==> src/rtl/uerr_pkg.sv <==
package uerr_pkg;

  typedef enum logic [1:0] {
    KIND_WR   = 2'd0,
    KIND_RD   = 2'd1,
    KIND_IRD  = 2'd2,
    KIND_LOCK = 2'd3
  } xfer_kind_e;

  localparam int STS_W    = 3;
  localparam int STS_UDE  = 0;
  localparam int STS_PWDE = 1;
  localparam int STS_BWDE = 2;

  function automatic logic kind_is_read(xfer_kind_e k);
    return (k == KIND_RD) || (k == KIND_IRD);
  endfunction

endpackage

==> src/rtl/uerr_status.sv <==
module uerr_status
  import uerr_pkg::*;
#(
  parameter int NSLICE = 4
) (
  input  logic              clk,
  input  logic              rst,
  input  logic              ld_vld,
  input  xfer_kind_e        ld_kind,
  input  logic [NSLICE-1:0] ld_uerr,
  input  logic              irq_en,
  input  logic              clr_vld,
  input  logic [STS_W-1:0]  clr_mask,
  output logic [STS_W-1:0]  sts,
  output logic              bus_derr,
  output logic              irq
);

  logic             hit, wr_hit;
  logic [STS_W-1:0] set_v, clr_v, nxt;
  logic [STS_W-1:0] sts_q;
  logic             derr_q, irq_q;

  always_comb begin
    hit              = ld_vld && (|ld_uerr);
    wr_hit           = hit && (ld_kind == KIND_WR);
    set_v            = '0;
    set_v[STS_UDE]   = hit;
    set_v[STS_PWDE]  = wr_hit;
    set_v[STS_BWDE]  = wr_hit;
    clr_v            = clr_vld ? clr_mask : '0;
    nxt              = (sts_q & ~clr_v) | set_v;
  end

  always_ff @(posedge clk) begin
    if (rst) begin
      sts_q  <= '0;
      derr_q <= 1'b0;
      irq_q  <= 1'b0;
    end else begin
      sts_q  <= nxt;
      derr_q <= hit;
      irq_q  <= nxt[STS_UDE] && irq_en;
    end
  end

  assign sts      = sts_q;
  assign bus_derr = derr_q;
  assign irq      = irq_q;

endmodule

==> src/rtl/uerr_mark_store.sv <==
module uerr_mark_store
  import uerr_pkg::*;
#(
  parameter int NSLICE    = 4,
  parameter int DEPTH     = 16,
  parameter int PKT_BEATS = 4,
  parameter int IW        = 4,
  parameter int GW        = 2
) (
  input  logic              clk,
  input  logic              rst,
  input  logic              ld_vld,
  input  xfer_kind_e        ld_kind,
  input  logic [IW-1:0]     ld_idx,
  input  logic [NSLICE-1:0] ld_uerr,
  input  logic              alloc_vld,
  input  logic [IW-1:0]     alloc_idx,
  input  logic [GW-1:0]     grp_sel,
  input  logic              wu_vld,
  input  logic [IW-1:0]     wu_idx,
  output logic [NSLICE-1:0] grp_err,
  output logic [NSLICE-1:0] bus_oe
);

  logic [NSLICE-1:0] rd_err [DEPTH];
  logic [NSLICE-1:0] lk_bad [DEPTH];
  logic [NSLICE-1:0] oe_q;

  always_ff @(posedge clk) begin
    if (rst) begin
      for (int i = 0; i < DEPTH; i++) begin
        rd_err[i] <= '0;
        lk_bad[i] <= '0;
      end
      oe_q <= '0;
    end else begin
      if (alloc_vld) begin
        rd_err[alloc_idx] <= '0;
        lk_bad[alloc_idx] <= '0;
      end
      if (ld_vld) begin
        rd_err[ld_idx] <= kind_is_read(ld_kind) ? ld_uerr : '0;
        lk_bad[ld_idx] <= (ld_kind == KIND_LOCK) ? ld_uerr : '0;
      end
      oe_q <= wu_vld ? ~lk_bad[wu_idx] : '0;
    end
  end

  always_comb begin
    grp_err = '0;
    for (int b = 0; b < PKT_BEATS; b++) begin
      grp_err = grp_err | rd_err[IW'(int'(grp_sel) * PKT_BEATS + b)];
    end
  end

  assign bus_oe = oe_q;

endmodule

==> src/rtl/uerr_ret_seq.sv <==
module uerr_ret_seq #(
  parameter int NSLICE    = 4,
  parameter int PKT_BEATS = 4
) (
  input  logic              clk,
  input  logic              rst,
  input  logic              ret_start,
  input  logic [NSLICE-1:0] grp_err,
  output logic              ret_act,
  output logic [NSLICE-1:0] rer_sb,
  output logic              err_pkt
);

  localparam int CW = (PKT_BEATS > 1) ? $clog2(PKT_BEATS) : 1;

  logic [CW-1:0]     cnt_q;
  logic              busy_q, first_q, pkt_q;
  logic [NSLICE-1:0] rer_q;

  always_ff @(posedge clk) begin
    if (rst) begin
      cnt_q   <= '0;
      busy_q  <= 1'b0;
      first_q <= 1'b0;
      pkt_q   <= 1'b0;
      rer_q   <= '0;
    end else begin
      pkt_q   <= first_q && (|rer_q);
      first_q <= 1'b0;
      if (!busy_q) begin
        if (ret_start) begin
          busy_q  <= 1'b1;
          cnt_q   <= CW'(PKT_BEATS - 1);
          rer_q   <= grp_err;
          first_q <= 1'b1;
        end
      end else if (cnt_q == '0) begin
        busy_q <= 1'b0;
        rer_q  <= '0;
      end else begin
        cnt_q <= cnt_q - 1'b1;
      end
    end
  end

  assign ret_act = busy_q;
  assign rer_sb  = rer_q;
  assign err_pkt = pkt_q;

endmodule

==> src/rtl/uerr_tagger.sv <==
module uerr_tagger
  import uerr_pkg::*;
#(
  parameter int NSLICE         = 4,
  parameter int DEPTH          = 16,
  parameter int PKT_BEATS      = 4,
  localparam int IW            = $clog2(DEPTH),
  localparam int GRPS          = DEPTH / PKT_BEATS,
  localparam int GW            = (GRPS > 1) ? $clog2(GRPS) : 1
) (
  input  logic              clk,
  input  logic              rst,
  input  logic              ld_vld,
  input  logic [1:0]        ld_kind,
  input  logic [IW-1:0]     ld_idx,
  input  logic [NSLICE-1:0] ld_uerr,
  input  logic              alloc_vld,
  input  logic [IW-1:0]     alloc_idx,
  input  logic              irq_en,
  input  logic              clr_vld,
  input  logic [2:0]        clr_mask,
  input  logic              ret_start,
  input  logic [GW-1:0]     ret_grp,
  input  logic              wu_vld,
  input  logic [IW-1:0]     wu_idx,
  output logic [2:0]        sts,
  output logic              bus_derr,
  output logic              irq,
  output logic              ret_act,
  output logic [NSLICE-1:0] rer_sb,
  output logic              err_pkt,
  output logic [NSLICE-1:0] bus_oe
);

  xfer_kind_e        kind;
  logic [NSLICE-1:0] grp_err;

  assign kind = xfer_kind_e'(ld_kind);

  uerr_status #(.NSLICE(NSLICE)) status_i (
    .clk      (clk),
    .rst      (rst),
    .ld_vld   (ld_vld),
    .ld_kind  (kind),
    .ld_uerr  (ld_uerr),
    .irq_en   (irq_en),
    .clr_vld  (clr_vld),
    .clr_mask (clr_mask),
    .sts      (sts),
    .bus_derr (bus_derr),
    .irq      (irq)
  );

  uerr_mark_store #(
    .NSLICE    (NSLICE),
    .DEPTH     (DEPTH),
    .PKT_BEATS (PKT_BEATS),
    .IW        (IW),
    .GW        (GW)
  ) store_i (
    .clk       (clk),
    .rst       (rst),
    .ld_vld    (ld_vld),
    .ld_kind   (kind),
    .ld_idx    (ld_idx),
    .ld_uerr   (ld_uerr),
    .alloc_vld (alloc_vld),
    .alloc_idx (alloc_idx),
    .grp_sel   (ret_grp),
    .wu_vld    (wu_vld),
    .wu_idx    (wu_idx),
    .grp_err   (grp_err),
    .bus_oe    (bus_oe)
  );

  uerr_ret_seq #(
    .NSLICE    (NSLICE),
    .PKT_BEATS (PKT_BEATS)
  ) seq_i (
    .clk       (clk),
    .rst       (rst),
    .ret_start (ret_start),
    .grp_err   (grp_err),
    .ret_act   (ret_act),
    .rer_sb    (rer_sb),
    .err_pkt   (err_pkt)
  );

endmodule

==> config.mk <==
export PLATFORM = sky130hd
export DESIGN_NAME = uerr_tagger
export DESIGN_NICKNAME = d
export VERILOG_FILES = /design/src/rtl/uerr_pkg.sv /design/src/rtl/uerr_status.sv /design/src/rtl/uerr_mark_store.sv /design/src/rtl/uerr_ret_seq.sv /design/src/rtl/uerr_tagger.sv
export SDC_FILE = /design/constraint.sdc
export NUM_CORES = 1
export LEC_CHECK = 0
export ABC_AREA = 0
export ABC_CLOCK_PERIOD_IN_PS = 2700
export BUFFER_PORTS_ARGS = -buffer_cell sky130_fd_sc_hd__buf_2
export CORE_UTILIZATION = 50
export CTS_BUF_LIST = sky130_fd_sc_hd__clkbuf_4 sky130_fd_sc_hd__clkbuf_8
export CTS_CLUSTER_DIAMETER = 80
export DETAILED_ROUTE_END_ITERATION = 12
export PLACE_DENSITY = 0.79
export SYNTH_ARGS = -nofsm -noshare
export SYNTH_HDL_FRONTEND = slang
export SYNTH_HIERARCHICAL = 1
export SYNTH_SLANG_ARGS = --single-unit
export TNS_END_PERCENT = 5
==> constraint.sdc <==
create_clock -name clk -period 2.7 [get_ports clk]
set_input_delay 0 -clock clk [delete_from_list [all_inputs] [get_ports clk]]
set_output_delay 0 -clock clk [all_outputs]
set_load 0.02 [all_outputs]
### Word-level counts from Yosys, hierarchy flattened

Memories as Yosys holds them, arrays and structs flattened.
Index checks and enable logic that the tools add are counted.

* output and inout bits: 15
* memory bits (writable): 128
* memories: 2
* logic and storage cells: 78
* bits in registers: 18

* reduce and logical (&&, ||, !) cells: 18
* eq/ne operators: 5
* bitwise gates (word level): 8
* muxes and demuxes: 32
* $add $sub $neg: 4

Memory list
* store_i.lk_bad: depth 16, bits a word 4, read ports 1, clocked after Yosys merged registers in 0, write ports 16, RTL line uerr_mark_store.sv:26 `logic [NSLICE-1:0] lk_bad [DEPTH];`
* store_i.rd_err: depth 16, bits a word 4, read ports 4, clocked after Yosys merged registers in 0, write ports 16, RTL line uerr_mark_store.sv:25 `logic [NSLICE-1:0] rd_err [DEPTH];`

Operator list (number)
* 4-bit 2-to-1 mux: 13
* 4-bit OR reduction: 6
* 1-bit 2-to-1 mux: 15
* 4-bit OR: 3
* 4-bit by 2-bit adder with 4-bit output, second input constant: 2
* 2-bit 2-to-1 mux: 3
* 4-bit by 1-bit adder with 4-bit output, second input constant: 1
* 2-bit == test, second input constant: 2
* 1-bit logical AND: 4
* 2-bit zero test: 2
* 2-bit inequality test, second input constant: 2
* 4-bit inverter: 1
* 2-bit AND reduction: 2
* 2-bit OR reduction: 2
* 3-bit bitwise AND: 1
* 3-bit 2-to-1 mux: 1
* 3-bit inverter: 1
* 3-bit OR: 1
* 2-bit by 1-bit == test with 1-bit output, second input constant: 1
* 2-bit nonzero test: 1
* 2-bit by 1-bit subtractor with 2-bit output, second input constant: 1
* 1-bit logical OR: 1
* 1-bit inverter: 1

### Logic depth before layout (Yosys ltp)

An unclocked memory read counts as a cell.

* word-level depth: 7
* depth in mapped cells: 7

### By module

The synthesis kept the hierarchy.

By module, submodules not included
* uerr_mark_store: instances 1, cells each 419, area an instance 5672.9 um^2
* uerr_ret_seq: instances 1, cells each 34, area an instance 344.1 um^2
* uerr_status: instances 1, cells each 21, area an instance 222.7 um^2

### Worst setup path after synthesis

OpenSTA, ideal clock, no wires.

* kind: in2reg
* start: in rst
* end: mem store_i.lk_bad[4][0], enable pin
* setup slack: 1.186 ns
* data arrival time: 1.126 ns
* setup time: 0.388 ns
* stages: 4
* cell sequence: inv_2 -> buf_2 -> nand4_1 -> o311ai_1

RTL lines
* start, declared: RTL line uerr_tagger.sv:12 `input logic rst,`
* end, declared: RTL line uerr_mark_store.sv:26

==> out/results.md <==
## Run status
- **outcome** complete, no violations

## Final layout
- **most common cell after layout, fill and taps aside** sky130_fd_sc_hd__nor2_1
- **Antenna diodes** 0
- **fraction of layout instances using a drive strength above 1** 0.201
- **combined area of the multi-input logic cells** 1860 um^2
- **top library cells by usage in the layout, fill and taps aside** 136 x sky130_fd_sc_hd__nor2_1, 128 x sky130_fd_sc_hd__edfxtp_1, 46 x sky130_fd_sc_hd__buf_2
- **flip-flop and latch area** 4200 um^2
- **area growth from synthesis to layout** 14.6%
- **FILL cells** 976
- **Post-Layout Cell Count** 720
- **Layout Nets** 573

## Placed design
- **dpl cells** 669
- **GP Congestion** 0.860
- **dpl hpwl** 10200 um
- **IO Port Bufs** 45
- **worst setup timing slack at the placement stage** 0.547 ns

## Synth
- **Post-synth EDFFs** 128
- **count of distinct cell types in the synthesized netlist** 59
- **top_reg_cell synth** sky130_fd_sc_hd__edfxtp_1
- **share of synthesized flip-flops with an asynchronous set or reset** 0
- **register bit count reported by yosys** 146
- **mean instance size in the synthesized netlist** 13.2 um^2
- **cell count after synthesis** 474
- **sequential element share of the synthesized area** 0.674
- **nets in the synthesized netlist** 508
- **Syn Std Cell Area** 6240 um^2
- **yosys warns** 6

## Timing
- **maximum clock frequency** 443 MHz
- **setup repair after global routing missed its margin** no
- **Total Neg Setup Slack** 0 ns
- **setup ws final** 0.443 ns
- **worst slew pin tran** 1.31 ns
- **final number of max-transition violations** 0
- **final count of hold timing violations** 0
- **post-route fraction of the period consumed by the critical path** 0.836
- **fin crit period** 2.26 ns
- **Slew HR** 0.113
- **setup violation total in the final timing report** 0
- **Setup Skew** 0.0141 ns

## CTS
- **worst skew pair latency** 0.45 ns
- **sinks on the clock net** 146
- **Clock H-tree levels** 4
- **clock transition at the register clock pins on the worst setup and hold paths after CTS** 0.09 ns
- **Setup Buffers After CTS** 0
- **CTS tree** yes
- **clock root buffer** sky130_fd_sc_hd__clkbuf_8
- **number of gates resized after cts** 0
- **count of hold buffers inserted by post-cts repair** 18
- **buffer depth of the longest clock path** 2
- **TritonCTS buffer count** 17

## Routing
- **wire length per cell after detailed routing** 20.8 um
- **count of TritonRoute iterations in the first routing pass** 5
- **violation count after the first detailed-routing iteration** 494
- **via density per instance** 6.01
- **WL final** 15000 um
- **routed via count** 4325
- **count of unresolved DRC violations after routing** 0
- **number of antenna-violating nets in the routed design** 0

## Floorplanning
- **Die H** 114 um
- **placement row count** 40
- **starting density of the core** 0.515
- **placeable core area** 12100 um^2
- **I/O pin total** 46
- **overall die width** 114 um
- **overall die area** 12900 um^2

## Setup path
- **kind of critical path** in2reg
- **startpoint type of the worst setup path** input pin
- **Critical path origin** rst
- **r2r worst-path depth** 5
- **peak fanout along the critical path** 22
- **data arrival at the endpoint of the critical path** 2.31 ns
- **minimum setup slack among reg-to-reg paths** 0.78 ns
- **R2R Path End** store_i/bus_oe[0]
- **Reg-to-Reg Start** store_i/lk_bad[4][0]
- **Req. time, crit path** 2.76 ns
- **Critical Path End Type** register

## Global routing
- **wire length of the first global-routing pass** 23000 um
- **vias in the first global route** 4265
- **pin count of the biggest net entering global routing** 23
- **global route total overflow** 0
- **total global-route track usage** 0.249
- **antenna violations before repair** 0

## Worst hold path
- **Hold Path Origin** wu_idx[2]
- **WHS Path Cells** 3
- **class of the tightest hold or removal check** in2reg
- **Worst Hold Path EP** store_i/bus_oe[1]

## Run
- **max capacitance violation total** 0

## Power and ir drop
- **Pleak** 2.44 nW
- **total power after layout** 4.64 mW
- **Worst VDD drop** 0.392 mV
- **power per unit of standard cell area** 649 nW/um^2

-- Yosys cell counts, drive strengths merged, types with 2 or more instances --
| cell | n | area share |
|---|---|---|
| nor2 | 136 | 0.082 |
| edfxtp | 128 | 0.62 |
| nand2 | 27 | 0.016 |
| dfxtp | 18 | 0.058 |
| mux2i | 17 | 0.028 |
| nor4 | 15 | 0.016 |
| clkbuf | 14 | 0.0084 |
| o211ai | 12 | 0.014 |
| buf | 11 | 0.014 |
| mux4 | 11 | 0.041 |
| inv | 9 | 0.0054 |
| o221ai | 5 | 0.0080 |
| a22oi | 4 | 0.0048 |
| nand3 | 4 | 0.0048 |
| nand4 | 4 | 0.0040 |
| nor2b | 4 | 0.0040 |
| o22ai | 4 | 0.0040 |
| o311ai | 4 | 0.0056 |
| a21o | 3 | 0.0036 |
| a21oi | 3 | 0.0030 |
| and2b | 3 | 0.0044 |
| ha | 3 | 0.0060 |
| nand2b | 3 | 0.0034 |
| nand3b | 3 | 0.0056 |
| o21ai | 3 | 0.0024 |
| nor4bb | 2 | 0.0032 |
| o22a | 2 | 0.0042 |
| o2bb2ai | 2 | 0.0028 |
| o31ai | 2 | 0.0024 |
| o32ai | 2 | 0.0028 |
| or2b | 2 | 0.0026 |
| or4 | 2 | 0.0024 |
| or4b | 2 | 0.0038 |
-- routing by layer --
layer | share of wire | wire (um) | track usage
met5 | 0 | 0 | 0
met4 | 0.041 | 614 | 0.132
met3 | 0.10 | 1520 | 0.0574
met2 | 0.47 | 7060 | 0.397
met1 | 0.39 | 5810 | 0.320
-- state kept, by name (all words and copies together), names as in the netlist --
name and count:
store_i/lk_bad 64, store_i/rd_err 64, seq_i/rer_sb 4, store_i/bus_oe 4, status_i/sts 3, seq_i/cnt_q 2, seq_i/err_pkt 1, seq_i/first_q 1
seq_i/ret_act 1, status_i/bus_derr 1, status_i/irq 1
-- cell families (layout without fill, tap and decap cells) --
group	Yosys count	after routing	share of synthesized area
AND/OR/NAND/NOR	216	216	0.164
flip-flops	146	146	0.674
AO/OA/AOI/OAI	47	47	0.0596
buffers and inverters	34	112	0.0275
multiplexers	28	28	0.0688
adder cells (fa/ha/maj)	3	3	0.00602
-- area by class of cell --
class | instances | share of cell area
clock buffers | 18 | 0.0338
clock inverters | 14 | 0.0186
inverters | 9 | 0.00473
multi-input cells | 294 | 0.261
flip-flops and latches | 146 | 0.588
well taps | 168 | 0.0294
repair buffers | 71 | 0.0648
-- worst max-delay path by stage --
| stage | endpoint | slack [ns] | cells past startpoint |
|---|---|---|---|
| after floorplan | store_i/lk_bad[4][0] | 1.19 | 4 |
| after CTS | store_i/rd_err[0][0] | 0.47 | 5 |
| final | store_i/lk_bad[8][2] | 0.44 | 5 |
| after global placement | store_i/rd_err[8][1] | 0.73 | 4 |
| after global routing | store_i/lk_bad[12][0] | 0.37 | 5 |
| after detailed placement | store_i/rd_err[0][3] | 0.55 | 4 |
-- critical path, cell delays in order --
cell and delay [ns]:
sky130_fd_sc_hd__dlygate4sd3_1 0.54, sky130_fd_sc_hd__buf_2 0.13, sky130_fd_sc_hd__inv_2 0.28, sky130_fd_sc_hd__nand4_1 0.25, sky130_fd_sc_hd__o311ai_1 1.11
-- per-stage QoR --
step,utilization,hold slack [ns],instance area [um^2]
5_1_grt,0.590,0.0463,7150
3_3_place_gp,0.544,0.273,6590
6_report,0.590,0.0494,7150
2_1_floorplan,-,0.0768,6240
3_5_place_dp,0.544,0.286,6590
4_1_cts,0.590,0.0129,7140
-- report_power, final --
group          internal [mW]  leakage (nW)  switching [mW]
Sequential              2.59          1.37          0.0540
Clock                  0.747         0.183           0.832
Combinational          0.146         0.879           0.268
Total                   3.48          2.44            1.15
Power figures use the tool's default switching activity.
